## config.mk

```make
export PLATFORM = sky130hd
export DESIGN_NAME = eprom_cell_array
export DESIGN_NICKNAME = d
export VERILOG_FILES = /design/src/rtl/eprom_cell_array.sv
export SDC_FILE = /design/constraint.sdc
export NUM_CORES = 2
export LEC_CHECK = 0
export ABC_AREA = 1
export BUFFER_PORTS_ARGS = -buffer_cell sky130_fd_sc_hd__buf_2
export CAP_MARGIN = 20
export CORE_MARGIN = 10
export CORE_UTILIZATION = 35
export DETAILED_ROUTE_END_ITERATION = 8
export HOLD_SLACK_MARGIN = 0.03
export PLACE_DENSITY = 0.57
export SYNTH_ARGS = -nofsm -noshare
export SYNTH_HDL_FRONTEND = slang
export SYNTH_SLANG_ARGS = --single-unit
```

## constraint.sdc

```tcl
create_clock -name clk -period 5 [get_ports clk]
set_input_delay 1 -clock clk [delete_from_list [all_inputs] [get_ports clk]]
set_output_delay 1 -clock clk [all_outputs]
set_load 0.01 [all_outputs]
```

## src/rtl/eprom_cell_array.sv

```systemverilog
module eprom_cell_array #(
  parameter int DEPTH       = 256,
  parameter int IDX_W       = 8,
  parameter int WEAK_PULSES = 1,
  parameter bit ERASABLE    = 1'b1
) (
  input  logic             clk,
  input  logic             rst_n,
  input  logic             erase,
  input  logic             fire,
  input  logic [IDX_W-1:0] idx,
  input  logic [7:0]       wdata,
  output logic [7:0]       rdata
);
  logic [7:0] mem [DEPTH];
  logic       commit;
  logic       do_erase;

  assign do_erase = ERASABLE && erase;
  assign rdata    = mem[idx];

  generate
    if (WEAK_PULSES <= 1) begin : g_strong
      assign commit = fire;
    end else begin : g_weak
      localparam int HIT_W = $clog2(WEAK_PULSES + 1);
      logic [HIT_W-1:0] hits, hits_new;
      logic [IDX_W-1:0] trk_idx;
      logic             trk_vld;

      assign hits_new = (trk_vld && trk_idx == idx) ? hits + 1'b1 : HIT_W'(1);
      assign commit   = fire && (hits_new >= HIT_W'(WEAK_PULSES));

      always_ff @(posedge clk or negedge rst_n) begin
        if (!rst_n) begin
          hits <= '0; trk_idx <= '0; trk_vld <= 1'b0;
        end else if (do_erase) begin
          hits <= '0; trk_vld <= 1'b0;
        end else if (fire) begin
          trk_idx <= idx;
          trk_vld <= !commit;
          hits    <= commit ? '0 : hits_new;
        end
      end
    end
  endgenerate

  always_ff @(posedge clk or negedge rst_n) begin
    if (!rst_n) begin
      for (int i = 0; i < DEPTH; i++) mem[i] <= 8'hFF;
    end else if (do_erase) begin
      for (int i = 0; i < DEPTH; i++) mem[i] <= 8'hFF;
    end else if (commit) begin
      mem[idx] <= mem[idx] & wdata;
    end
  end
endmodule

```

==> results_dict.tcl <==
set metrics [dict create \
    status "finished, violations left" \
    violations "negative setup slack" \
    synth.ff_latch_count 2048 \
    hold_path_class "in2async" \
    gp_congestion 0.8965 \
    start_util_pct 35.11 \
    timing.final.crit_share_pct 101.3 \
    largest_register_ffs 2048 \
    finalCriticalPeriod_ns 5.065 \
    track_usage_pct 22.15 \
    p_int_uw 28070 \
    slew_violations 0 \
    drtIter0Drc 8047 \
    vias 87710 \
    grt_max_degree 163 \
    worstSetupStartpointType "input port" \
    regMostFlops "mem" \
    vias_per_cell 5.173 \
    cap_violations 0 \
    insertion_delay_ns 0.92 \
    p_sw_share_pct 27.62 \
    vdd_drop_max_mv 0.2735 \
    switching_power_uw 10710 \
    max-slew-margin-rel_pct 22.63 \
    dieArea_um2 307100 \
    fin_nets 13030 \
    crit_arrival_ns 4.06 \
    design_area_um2 113700 \
    cts_buffers 229 \
    io_buffers 27 \
    ys_warn_count 0 \
    pwr-share-comb_pct 11.9 \
    drc 0 \
    cts_resized 0 \
    required_ns 4.00 \
    criticalPathCategory "in2out" \
    cts_tree "yes" \
    tightestPinTransition_ns 1.161 \
    final_antenna_net_count 0 \
    io_pins 28 \
    hold_viol 0 \
    postSynthCellCount 13040 \
    hpwlAfterDp_um 222200 \
    hold_buffers 0 \
    syn-num-nets 13060 \
    reg2reg_depth 15 \
    grt_overflow 0 \
    finalSetupViolations 2 \
    wl_per_cell_um 20.84 \
    cts.path.max_buffers 4 \
    cts-root-buf "clkbuf_16" \
    cts.clk_slew.worst_paths_ns 0.06 \
    drt_first_pass_iters 7 \
    seq_power_share_pct 43.2 \
    rsz0062_at_grt "no" \
    end_kind "output port" \
    rows 196 \
    die_w_um 554.2 \
    synth_cell_types 22 \
    post_cts_buffers 0 \
    core_um2 284500 \
    post_route_cells_drive_above_1_share_pct 22.78 \
    powerDensity_nw_per_um2 341.3 \
    syn-cell-area_um2 99870 \
    antenna_found_initial 10 \
    fin_ws_ns -0.06463 \
    p_leak_uw 0.05007 \
    final_cell_mix "nand2_1 (4847), nor2_1 (2530), a21oi_1 (2080)" \
    dpl_cell_area_um2 106000 \
    place_ws_ns 0.04300 \
    area_delta_synth_final_pct 13.81 \
    p_clk_share_pct 45.0 \
    wl_um 353300 \
    syn_avg_cell_area_um2 7.661 \
    cts_sinks 2048 \
    fin_skew_ns 0.09165 \
    layout_commonest_cell "nand2_1" \
    die_h_um 554.2 \
    cp_max_fo 73 \
    grt_pass1_vias 85770 \
    fin_tns_setup_ns -0.1255 \
    cts_max_level 4 \
    max_freq_ghz 0.1974 \
    ys_seq_area_share_pct 53.88 \
    design_power_total_uw 38790 \
    largestRegisters "mem (2048)" \
    grt_pass1_wl_um 539400 \
]
-- synthesized netlist by cell type --
master    number  area, um^2
o21ai_0       93       465.5
dfstp_2     2048       53810
nand2_2        1       6.260
nor2_2         6       37.54
a21oi_1     2080       10410
nand3_1      186       930.9
buf_6          6       67.56
inv_1        104       390.4
nor3_1       161       805.8
nand4_1        8       50.05
inv_2         25       93.84
clkinv_1       8       30.03
nand2_1     4850       18200
nor2_1      2535        9515
clkbuf_1     259       972.2
nor2_8         1       20.02
nor3_2        42       420.4
buf_1         66       247.7
o21ai_2       24       210.2
buf_2        211        1056
o21ai_1      120       600.6
buf_4        203        1524
-- stage by stage --
stage / util, % / std cells / hold slack (ns)
after CTS: 39.95 / 16950 / 0.4613
after global routing: 39.96 / 16960 / 0.4947
after detailed placement: 37.26 / 16540 / 0.4907
after global placement: 37.26 / 16540 / 0.4865
after floorplan: - / 13040 / 0.4815
final: 39.96 / 16960 / 0.4995
-- worst paths after layout --
| path | startpoint | end | slack, ns |
|---|---|---|---|
| max reg2reg | mem[1070]$_DFFE_PN1P_ | mem[54]$_DFFE_PN1P_ | 1.56 |
| min in group clk | mem[1920]$_DFFE_PN1P_ | mem[1920]$_DFFE_PN1P_ | 0.50 |
| max | idx[0] | rdata[0] | -0.06 |
| min reg2reg | mem[1920]$_DFFE_PN1P_ | mem[1920]$_DFFE_PN1P_ | 0.50 |
| max in group asynchronous | rst_n | mem[69]$_DFFE_PN1P_ | 3.59 |
| min | rst_n | mem[1151]$_DFFE_PN1P_ | 0.50 |
-- layer usage --
layer / up-vias / GRT usage [%] / wire, um
li1: 41450 / - / -
met1: 42990 / 31.48 / 160600
met2: 2687 / 34.13 / 156300
met3: 584 / 3.188 / 21520
met4: 0 / 8.425 / 14970
met5: - / 0 / 0
-- critical path: stages --
cell and delay [ns]:
buf_8 0.18, buf_4 0.21, nor2_8 0.14, buf_12 0.36, nand2_1 0.11, nand3_1 0.10
nand2_1 0.06, nand2_1 0.10, nor2_1 0.05, nor2_1 0.61, nor2_1 0.30, nand2_1 0.17
nand2_1 0.08, nand4_1 0.31, buf_2 0.21
-- cells by family after synthesis --
group / after synthesis / share of synthesized area (%)
flops: 2048 / 53.88
simple gates: 7790 / 30.03
compound gates: 2317 / 11.70
buf+inv: 882 / 4.387
-- power by group through the flow --
stage                     Clock (uW)  Sequential (uW)  Combinational, uW
final                          17400            16700               4610
after floorplan                    0            17000               2410
after detailed placement           0            17000               4540
after global placement             0            17000               4560
after global routing           18400            16700               4930
after CTS                      17700            16700               4550
-- cell type report --
cell class / instances / area (um^2)
sequential: 2048 / 53810
tap: 3762 / 4707
clock buffer: 349 / 6845
inverter: 137 / 554.3
antenna: 4 / 10.01
fill: 29530 / 170800
clock inverter: 65 / 813.3
multi-input combinational: 10110 / 41780
timing repair buffer: 483 / 5142
No activity file was read; power rests on OpenSTA's default activity.
